### config.mk
export PLATFORM = sky130hd
export DESIGN_NAME = pe_nibble_datapath
export DESIGN_NICKNAME = d
export VERILOG_FILES = /design/src/rtl/pe_pkg.sv /design/src/rtl/pe_nib_alu.sv /design/src/rtl/pe_nib_rf.sv /design/src/rtl/pe_step_seq.sv /design/src/rtl/pe_nibble_datapath.sv
export SDC_FILE = /design/constraint.sdc
export NUM_CORES = 2
export LEC_CHECK = 0
export BUFFER_PORTS_ARGS = -buffer_cell sky130_fd_sc_hd__buf_2
export CORE_ASPECT_RATIO = 1.75
export CORE_UTILIZATION = 35
export DETAILED_ROUTE_END_ITERATION = 10
export GPL_ROUTABILITY_DRIVEN = 0
export PLACE_DENSITY_LB_ADDON = 0.05
export REMOVE_ABC_BUFFERS = 1
export SLEW_MARGIN = 20
export SYNTH_ARGS = -nofsm -noshare
export SYNTH_HDL_FRONTEND = slang
export SYNTH_SLANG_ARGS = --single-unit
### constraint.sdc
create_clock -name clk -period 34.4 [get_ports clk]
set_clock_uncertainty 0.15 [all_clocks]
set_input_delay 3.44 -clock clk [delete_from_list [all_inputs] [get_ports clk]]
set_output_delay 3.44 -clock clk [all_outputs]
set_load 0.005 [all_outputs]
### src/rtl/pe_pkg.sv
package pe_pkg;

  typedef enum logic [2:0] {
    OP_ADD  = 3'd0,
    OP_SUB  = 3'd1,
    OP_AND  = 3'd2,
    OP_OR   = 3'd3,
    OP_XOR  = 3'd4,
    OP_NOT  = 3'd5,
    OP_PASS = 3'd6,
    OP_LDI  = 3'd7
  } pe_op_e;

  typedef enum logic [1:0] {
    W_8  = 2'd0,
    W_16 = 2'd1,
    W_32 = 2'd2,
    W_64 = 2'd3
  } pe_width_e;

  function automatic logic op_is_arith(input pe_op_e o);
    return (o == OP_ADD) || (o == OP_SUB);
  endfunction

endpackage

### src/rtl/pe_nib_alu.sv
// One nibble step of the element ALU: arithmetic with carry in/out, bitwise logic.
module pe_nib_alu
  import pe_pkg::*;
#(
  parameter int NW = 4
) (
  input  pe_op_e          op,
  input  logic [NW-1:0]   a,
  input  logic [NW-1:0]   b,
  input  logic [NW-1:0]   imm,
  input  logic            cin,
  output logic [NW-1:0]   y,
  output logic            cout
);

  logic [NW:0] sum;

  always_comb begin
    sum  = '0;
    y    = '0;
    cout = 1'b0;
    unique case (op)
      OP_ADD: begin
        sum  = {1'b0, a} + {1'b0, b} + {{NW{1'b0}}, cin};
        y    = sum[NW-1:0];
        cout = sum[NW];
      end
      OP_SUB: begin
        // A - B = A + ~B + 1; the +1 enters as carry-in of the first nibble
        sum  = {1'b0, a} + {1'b0, ~b} + {{NW{1'b0}}, cin};
        y    = sum[NW-1:0];
        cout = sum[NW];
      end
      OP_AND:  y = a & b;
      OP_OR:   y = a | b;
      OP_XOR:  y = a ^ b;
      OP_NOT:  y = ~a;
      OP_PASS: y = a;
      OP_LDI:  y = imm;
      default: y = a;
    endcase
  end

endmodule

### src/rtl/pe_nib_rf.sv
// Nibble-granular register storage. One write port; each read port gets its
// own copy of the array so every copy maps onto a simple dual-port block RAM.
module pe_nib_rf #(
  parameter int NREG = 40,
  parameter int NPW  = 8,
  parameter int NW   = 4,
  parameter int AW   = 9
) (
  input  logic            clk,
  input  logic            we,
  input  logic [AW-1:0]   waddr,
  input  logic [NW-1:0]   wdata,
  input  logic            re,
  input  logic [AW-1:0]   raddr_a,
  input  logic [AW-1:0]   raddr_b,
  output logic [NW-1:0]   rdata_a,
  output logic [NW-1:0]   rdata_b
);

  localparam int         DEPTH   = NREG * NPW;
  localparam logic [AW:0] DEPTH_L = (AW+1)'(DEPTH);
  localparam int         NPORT   = 2;

  logic [NPORT-1:0][AW-1:0] raddr_v;
  logic [NPORT-1:0][NW-1:0] rdata_v;

  assign raddr_v[0] = raddr_a;
  assign raddr_v[1] = raddr_b;
  assign rdata_a    = rdata_v[0];
  assign rdata_b    = rdata_v[1];

  for (genvar p = 0; p < NPORT; p++) begin : g_copy
    logic [NW-1:0] mem [DEPTH];
    logic [NW-1:0] rq;

    always_ff @(posedge clk) begin
      if (we && ({1'b0, waddr} < DEPTH_L))
        mem[waddr] <= wdata;
      if (re)
        rq <= ({1'b0, raddr_v[p]} < DEPTH_L) ? mem[raddr_v[p]] : '0;
    end

    assign rdata_v[p] = rq;
  end

endmodule

### src/rtl/pe_step_seq.sv
// Step sequencer: accepts a command, counts nibble steps, pulses done.
module pe_step_seq
  import pe_pkg::*;
#(
  parameter int NW = 4,
  parameter int IW = 4
) (
  input  logic          clk,
  input  logic          rst,
  input  logic          start,
  input  pe_width_e     width,
  input  logic          active,
  output logic          launch,
  output logic          busy,
  output logic          is_last,
  output logic [IW-1:0] idx,
  output logic          act_q,
  output logic          done
);

  localparam int BASE_NIBS = 8 / NW;

  logic [IW-1:0] last_q;
  logic [IW:0]   n_nibs;

  always_comb begin
    n_nibs = (IW+1)'(BASE_NIBS) << width;
  end

  assign launch  = start & ~busy;
  assign is_last = busy & (idx == last_q);

  always_ff @(posedge clk) begin
    if (rst) begin
      busy   <= 1'b0;
      idx    <= '0;
      last_q <= '0;
      act_q  <= 1'b0;
      done   <= 1'b0;
    end else begin
      done <= 1'b0;
      if (launch) begin
        busy   <= 1'b1;
        idx    <= '0;
        last_q <= IW'(n_nibs - 1'b1);
        act_q  <= active;
      end else if (busy) begin
        if (idx == last_q) begin
          busy <= 1'b0;
          done <= 1'b1;
        end else begin
          idx <= idx + 1'b1;
        end
      end
    end
  end

endmodule

### src/rtl/pe_nibble_datapath.sv
// SIMD element datapath: broadcast micro-op executed one nibble per clock.
module pe_nibble_datapath
  import pe_pkg::*;
#(
  parameter int NREG   = 40,
  parameter int WORD_W = 32,
  parameter int MAX_W  = 64,
  parameter int NW     = 4,
  parameter int RIW    = 6
) (
  input  logic              clk,
  input  logic              rst,
  input  logic              start,
  input  logic [2:0]        op,
  input  logic [1:0]        width,
  input  logic [RIW-1:0]    src_a,
  input  logic [RIW-1:0]    src_b,
  input  logic [RIW-1:0]    dst,
  input  logic [MAX_W-1:0]  imm,
  input  logic              active,
  output logic              busy,
  output logic              done,
  output logic              res_vld,
  output logic [NW-1:0]     res_nib,
  output logic              flag_c,
  output logic              flag_z
);

  localparam int NPW    = WORD_W / NW;
  localparam int NPW_LG = $clog2(NPW);
  localparam int IW     = $clog2(MAX_W / NW);
  localparam int AW     = RIW + NPW_LG;

  // command latch
  pe_op_e           op_q;
  logic [RIW-1:0]   ra_q, rb_q, rd_q;
  logic [MAX_W-1:0] imm_q;

  // sequencer
  logic          launch, busy_w, last_w, act_q;
  logic [IW-1:0] idx;

  // datapath
  logic [AW-1:0] raddr_a, raddr_b, waddr;
  logic          rd_en, wr_en;
  logic [NW-1:0] rdata_a, rdata_b, imm_nib, alu_y;
  logic          alu_cin, alu_cout, c_run, z_run, z_in, z_out;

  function automatic logic [AW-1:0] nib_addr(input logic [RIW-1:0] base,
                                             input logic [IW-1:0]  i);
    logic [RIW-1:0] r;
    r = base;
    if (i[IW-1])
      r = (base == RIW'(NREG - 1)) ? '0 : base + 1'b1;
    return {r, i[NPW_LG-1:0]};
  endfunction

  pe_step_seq #(.NW(NW), .IW(IW)) u_seq (
    .clk     (clk),
    .rst     (rst),
    .start   (start),
    .width   (pe_width_e'(width)),
    .active  (active),
    .launch  (launch),
    .busy    (busy_w),
    .is_last (last_w),
    .idx     (idx),
    .act_q   (act_q),
    .done    (done)
  );

  assign busy = busy_w;

  always_ff @(posedge clk) begin
    if (rst) begin
      op_q  <= OP_ADD;
      ra_q  <= '0;
      rb_q  <= '0;
      rd_q  <= '0;
      imm_q <= '0;
    end else if (launch) begin
      op_q  <= pe_op_e'(op);
      ra_q  <= src_a;
      rb_q  <= src_b;
      rd_q  <= dst;
      imm_q <= imm;
    end
  end

  // Read address: nibble 0 straight from the broadcast fields on launch,
  // otherwise the nibble after the one being written.
  always_comb begin
    if (launch) begin
      raddr_a = nib_addr(src_a, '0);
      raddr_b = nib_addr(src_b, '0);
    end else begin
      raddr_a = nib_addr(ra_q, idx + 1'b1);
      raddr_b = nib_addr(rb_q, idx + 1'b1);
    end
  end

  assign rd_en = launch | (busy_w & ~last_w);
  assign wr_en = busy_w & act_q;
  assign waddr = nib_addr(rd_q, idx);

  pe_nib_rf #(.NREG(NREG), .NPW(NPW), .NW(NW), .AW(AW)) u_rf (
    .clk     (clk),
    .we      (wr_en),
    .waddr   (waddr),
    .wdata   (alu_y),
    .re      (rd_en),
    .raddr_a (raddr_a),
    .raddr_b (raddr_b),
    .rdata_a (rdata_a),
    .rdata_b (rdata_b)
  );

  assign imm_nib = imm_q[idx*NW +: NW];
  assign alu_cin = (idx == '0) ? (op_q == OP_SUB) : c_run;
  assign z_in    = (idx == '0) ? 1'b1 : z_run;

  pe_nib_alu #(.NW(NW)) u_alu (
    .op   (op_q),
    .a    (rdata_a),
    .b    (rdata_b),
    .imm  (imm_nib),
    .cin  (alu_cin),
    .y    (alu_y),
    .cout (alu_cout)
  );

  assign z_out = z_in & (alu_y == '0);

  always_ff @(posedge clk) begin
    if (rst) begin
      c_run   <= 1'b0;
      z_run   <= 1'b1;
      res_vld <= 1'b0;
      res_nib <= '0;
      flag_c  <= 1'b0;
      flag_z  <= 1'b0;
    end else begin
      res_vld <= wr_en;
      if (busy_w) begin
        c_run   <= alu_cout;
        z_run   <= z_out;
        res_nib <= alu_y;
        if (last_w && act_q) begin
          flag_c <= op_is_arith(op_q) ? alu_cout : 1'b0;
          flag_z <= z_out;
        end
      end
    end
  end

endmodule

; Word level (Yosys, flattened, before mapping)
; Memory sizes are Yosys's and may differ from the RTL's. A register that Yosys moved wholly into a read port is not among the register bits.
; Cells that the tools add are included.
[word_totals]
in_bits = 91
output_inout_bits = 9
ram_bits = 2560
regBits = 105
mem_count = 2
[classes]
n_reduce_logical = 12
n_eq_ne = 11
muxes = 19
bitwise_logic = 14
shifts = 2
n_lt_le_gt_ge = 3
n_addsub = 9
[memory_table]
columns = memory, words, width, rd, rd_clocked_by_memory_dff, write_ports, line
row1 = u_rf.g_copy[0].mem, 320, 4, 1, 1, 1, pe_nib_rf.sv:33  ; logic [NW-1:0] mem [DEPTH];
row2 = u_rf.g_copy[1].mem, 320, 4, 1, 1, 1, pe_nib_rf.sv:33
[op_table]
columns = operator, count
row1 = 64-bit by 7-bit variable part select with 4-bit output, 1
row2 = 6-bit two-way mux, 6
row3 = 4-bit case mux with 8 select lines, 1
row4 = "9-bit < comparator, second input constant", 3
row5 = "6-bit by 1-bit adder with 6-bit output, second input constant", 3
row6 = "6-bit equality test, second input constant", 3
row7 = 9-bit two-way mux, 2
row8 = "3-bit equality test, second input constant", 4
row9 = 4-bit by 4-bit adder with 5-bit output, 2
row10 = 5-bit by 1-bit adder with 5-bit output, 2
row11 = 1-bit two-way mux, 9
row12 = 4-bit zero test, 2
row13 = 4-bit inverter, 2
row14 = "3-bit by 2-bit equality test with 1-bit output, second input constant", 2
row15 = 1-bit AND, 5
row16 = "4-bit by 1-bit adder with 4-bit output, second input constant", 1
row17 = 4-bit AND, 1
row18 = 4-bit equality test, 1
row19 = 4-bit bitwise OR, 1
row20 = 2-bit AND reduction, 2
row21 = "2-bit by 2-bit left shift with 4-bit output, first input constant", 1
row22 = "4-bit by 1-bit subtractor with 4-bit output, second input constant", 1
row23 = 4-bit XOR, 1
row24 = "3-bit by 1-bit equality test with 1-bit output, second input constant", 1
row25 = other kinds (9), 13

; Depth between registers and ports, before layout
[logic_depth]
ltp_word = 7
ltp_mapped = 20
mapped_depth_nobuf = 15

; By module
; From an unflattened synthesis, not the netlist that was laid out.
[hier_totals]
hier_cells = 3873
area_unflattened_um2 = 66801.6
[modules_own_cells]
columns = module, area_each_um2, cells_each, seq_area_each_um2, instances
row1 = pe_nib_rf, 61107.4, 3273, 38677.1, 1
row2 = pe_nibble_datapath, 4484.3, 449, 1881.8, 1
row3 = pe_nib_alu, 699.4, 100, 0.0, 1
row4 = pe_step_seq, 510.5, 51, 220.2, 1

; Worst setup path before layout
; Ideal clock, no wire load.
[synth_path]
path_kind = reg2reg
from = reg u_seq.idx[0]
to = mem u_rf.g_copy[0].mem[115][2] (data pin)
t_arrival_ns = 12.418
setup_time_ns = 1.944
path_slack_ns = 19.888
path_stages_with_launch = 15
cell_sequence = dfxtp_1 -> buf_4 -> inv_1 -> clkbuf_1 -> clkbuf_1 -> buf_2 -> buf_1 -> ha_1 -> nor3b_1 -> a31oi_1 -> fa_1 -> fa_1 -> xor2_1 -> mux4_2 -> o22ai_1
[synth_between]
elab_chain_cells = 4
word_cells_on_any_way = 6
[synth_rtl]
columns = item, line
row1 = "start, declared", pe_step_seq.sv:16  ; output logic [IW-1:0] idx,
row2 = "start signal, assigned", pe_step_seq.sv:52  ; idx <= idx + 1'b1;
row3 = 4-bit zero test, pe_nibble_datapath.sv:119  ; assign alu_cin = (idx == '0) ? (op_q == OP_SUB) : c_run;
row4 = 1-bit two-way mux, pe_nibble_datapath.sv:119
row5 = "5-bit by 1-bit adder with 5-bit output, on equally long branches", "pe_nib_alu.sv:30, pe_nib_alu.sv:24"
row6 = 4-bit case mux with 8 select lines (*), pe_nib_alu.sv:22  ; unique case (op)
row7 = named net alu_y[2], pe_nibble_datapath.sv:46  ; logic [NW-1:0] rdata_a, rdata_b, imm_nib, alu_y;
row8 = "end, declared", pe_nib_rf.sv:33
; Mark *: on every way through the listed nets, which the timed path passes. The rest lies on a longest branch.

; Worst setup path after layout
[layout_path]
from = in start
to = reg u_rf.g_copy[1].rq[1], in the netlist u_rf.rdata_b[1], read port of u_rf.g_copy[1].mem (data pin)
[layout_between]
elab_chain_cells = 4
word_cells_on_any_way = 5
[layout_rtl]
columns = item, line
row1 = "start, declared", pe_nibble_datapath.sv:13  ; input logic start,
row2 = 1-bit AND (*), pe_step_seq.sv:30  ; assign launch = start & ~busy;
row3 = 9-bit two-way mux, pe_nibble_datapath.sv:93  ; if (launch) begin
row4 = 9-bit < comparator, pe_nib_rf.sv:40  ; rq <= ({1'b0, raddr_v[p]} < DEPTH_L) ? mem[raddr_v[p]] : '0;
row5 = 1-bit zero test (no line), n/a
row6 = "end, declared", pe_nib_rf.sv:34  ; logic [NW-1:0] rq;
; Every way passes the cells marked *; elsewhere a longest branch is shown, timed or not.
; A chain may end at the register's enable or synchronous reset.

==> metrics.cfg <==
[run_status]
status = complete, no violations

[timing]
fin_tns_setup_ps = 0
fmax_mhz = 128
setup_viol = 0
rsz0062_at_grt = false
fin_crit_sh_pct = 22.7
slew_viol_final = 0
worstMarginPinSlew_ps = 1190
slew_headroom_pct = 20.2
finalHoldViolations = 0
period_minus_slack_ps = 7820
hold_ws_ps = 300

[flow_run]
drv_cap = 0

[clock_network]
numCtsBuffers = 151
h-tree-depth = 4
clock_latency_ps = 830
cts_num_sinks = 1393
cts_tree = built
hold_buffers = 0
clk_path_buf_depth = 4
clk_pin_slew_ps = 60
postCtsSetupRepairBufs = 0
clock-root-buffer = clkbuf_16
cts_resized = 0

[grt]
grtUsageTotal_pct = 26.5
grt_max_degree = 194
grt_pass1_wl_mm = 331
antenna_found_initial = 11
grt_pass1_vias = 42000
grt-ovfl-total = 0

[yosys]
yosys.area.top_type = edfxtp_1
ys_top_cells_by_count = 1288 x edfxtp_1, 517 x nor2_1, 514 x nand2_1
synthCells = 4784
synth.top_cell.area_share_pct = 63.4
ys_seq_elements = 1393
syn_area_per_cell_um2 = 12.7
synthArstFlopShare_pct = 0
ys_warn_count = 0
netlist_area_um2 = 61000
synthTopCellsByArea = edfxtp_1 63%, mux2i_1 3.5%, dfxtp_1 3.4%
yosysSeqAreaShare_pct = 66.9
ys_types = 85
ys.flop_type = edfxtp_1
synth.most_common_cell = edfxtp_1
synth_edf_count = 1288

[routing]
dr.pass1.iters = 6
wl_per_cell_um = 33.5
drc = 0
drt.antenna.violating_nets = 0
drt-initial-drc-count = 3399
viasPerCell = 5.81
wl_mm = 237
via_count = 41200

[die]
die_y_um = 554
ios = 100
fp.dieW_um = 317
start_util_pct = 35.2
row_count = 202
fp.dieArea_um2 = 176000
core_area_um2 = 173000

[power_and_ir_drop]
internal_power_mw = 3.24
ir_worst_vdd_uv = 47.6
swShare_pct = 29.1
p_switching_mw = 1.33
seq_power_share_pct = 47.8
clock_power_share_pct = 35.6
p_per_area_nw_per_um2 = 66.8
power.total_mw = 4.57
power_frac_comb_pct = 16.6
p_leak_nw = 21.8

[setup_path]
crit_required_ps = 34770
worst_path_dominant_cell_family = simple AND/OR/NAND/NOR gates
cp_slowest_cell = a2111oi_1
crit_path_frequent_cell = buf_4
crit_fanout = 59
worstSetupStartpointType = input pin
arrival_ps = 8180
ff2ff_setup_slack_ps = 27740
path_class = input pin to flop
cp_cell_sequence = buf_2, nand2b_4, buf_4, nand2_4, buf_4, a2111oi_1, a211o_1, mux2i_1, mux2_2, nand2_1, nand4_1, nor4b_2
reg2reg_depth = 15
endpoint_kind = flop
cp.depth = 12
cp_slowest_stage_delay_ps = 1000
critPathBufInv = 3

[place]
port_buffers = 99
dp_hpwl_mm = 146

[cells_and_area]
drive_gt1_share_pct = 12.4
fin_nets = 4850
area_growth_pct = 12.3

[min_path]
hold_depth = 2
hp-class = flop to flop

==> per-layer routing <==
| metal | part of all wire, % | GRT usage [%] | routed length [um] |
|---|---|---|---|
| met1 | 37 | 29.4 | 87200 |
| met2 | 53 | 49.2 | 125000 |
| met3 | 4.4 | 3.06 | 10300 |
| met4 | 6.0 | 14.6 | 14100 |
| met5 | 0.011 | 0 | 25 |
==> placed cells by master (no fill, tap or decap), types with 18 or more instances in the layout <==
master and instances:
a22oi_1 45, nor2_1 513, buf_4 98, a31oi_1 73, a22o_1 21, inv_1 29
o211ai_1 35, mux4_2 49, mux2i_1 211, o2bb2ai_1 38, nor2b_1 74, edfxtp_1 1288
buf_2 99, nand2_1 494, nor3_1 46, clkinv_1 24, nand3_1 226, a211oi_1 111
a21oi_1 215, o22ai_1 38, clkinv_2 21, a2bb2oi_1 20, mux2_2 67, a2111oi_0 22
o21ai_0 193, a221oi_1 70, clkbuf_1 33, clkbuf_16 153, and3_1 71, nand2b_1 18
dfxtp_1 104
==> logic make-up after synthesis <==
family,Yosys count,synth area share [%]
buffers and inverters,436,3.07
adders and majority gates,22,0.501
AOI/OAI and AO/OA,1032,11.4
and+or+nand+nor,1543,11.1
muxes,335,6.66
DFF,1393,66.9
xor gates and xnor gates,23,0.374
==> stage by stage <==
| step | worst slack, ps | utilization [%] | cells | cell area (um2) |
|---|---|---|---|---|
| after floorplan | 843 | - | 4381 | 59200 |
| after global placement | 25630 | 36.8 | 6826 | 63700 |
| after detailed placement | 25750 | 36.8 | 6827 | 63700 |
| after CTS | 26580 | 39.5 | 7088 | 68400 |
| after global routing | 26340 | 39.6 | 7090 | 68500 |
| final | 26580 | 39.6 | 7091 | 68500 |
==> final timing paths <==
kind / from / to
worst max-delay path: start / u_rf.rdata_b[1]$_SDFFCE_PP0P_
worst min-delay path: imm_q[56]$_SDFFE_PP0P_ / imm_q[56]$_SDFFE_PP0P_
worst max register to register: u_seq.idx[1]$_SDFFE_PP0P_ / u_rf.rdata_a[3]$_SDFFCE_PP0P_
worst min register to register: imm_q[56]$_SDFFE_PP0P_ / imm_q[56]$_SDFFE_PP0P_
==> power groups by stage <==
stage | logic (mW) | registers, mW | clock network, mW
floorplan | 0.366 | 2.34 | 0
global placement | 0.768 | 2.22 | 0
detailed placement | 0.773 | 2.22 | 0
CTS | 0.772 | 2.18 | 1.66
global route | 0.811 | 2.18 | 1.71
finish | 0.761 | 2.18 | 1.63
==> worst register-to-register path, stage by stage (launching register included) <==
cell and delay (ps):
dfxtp_1 330, buf_4 340, ha_1 470, xor2_4 260, buf_4 530, buf_12 430, buf_4 900, buf_4 570
mux4_2 470, a22o_1 220, a21oi_1 400, nand2_1 100, a221oi_1 620, o21ai_0 320, o21ai_1 190, o31ai_1 100
==> flip-flops by register name (all words and copies together) (netlist names) <==
name	cells
flag_z	1
ra_q	6
u_seq.busy	1
c_run	1
u_seq.idx	4
op_q	3
imm_q	64
u_seq.act_q	1
rd_q	6
u_rf.g_copy.mem	1280
res_nib	4
rb_q	6
z_run	1
u_rf.rdata_a	4
res_vld	1
flag_c	1
u_seq.done	1
u_rf.rdata_b	4
u_seq.last_q	4
==> final cells by class <==
type	count	area [um2]
Antenna cell	2	5.00
Clock buffer	192	4030
Clock inverter	69	722
Fill cell	16400	105000
Inverter	33	144
Multi-Input combinational cell	2955	18600
Sequential cell	1393	40800
Tap cell	2244	2810
Timing Repair Buffer	203	1350
No activity file was read; power rests on OpenSTA's default activity.
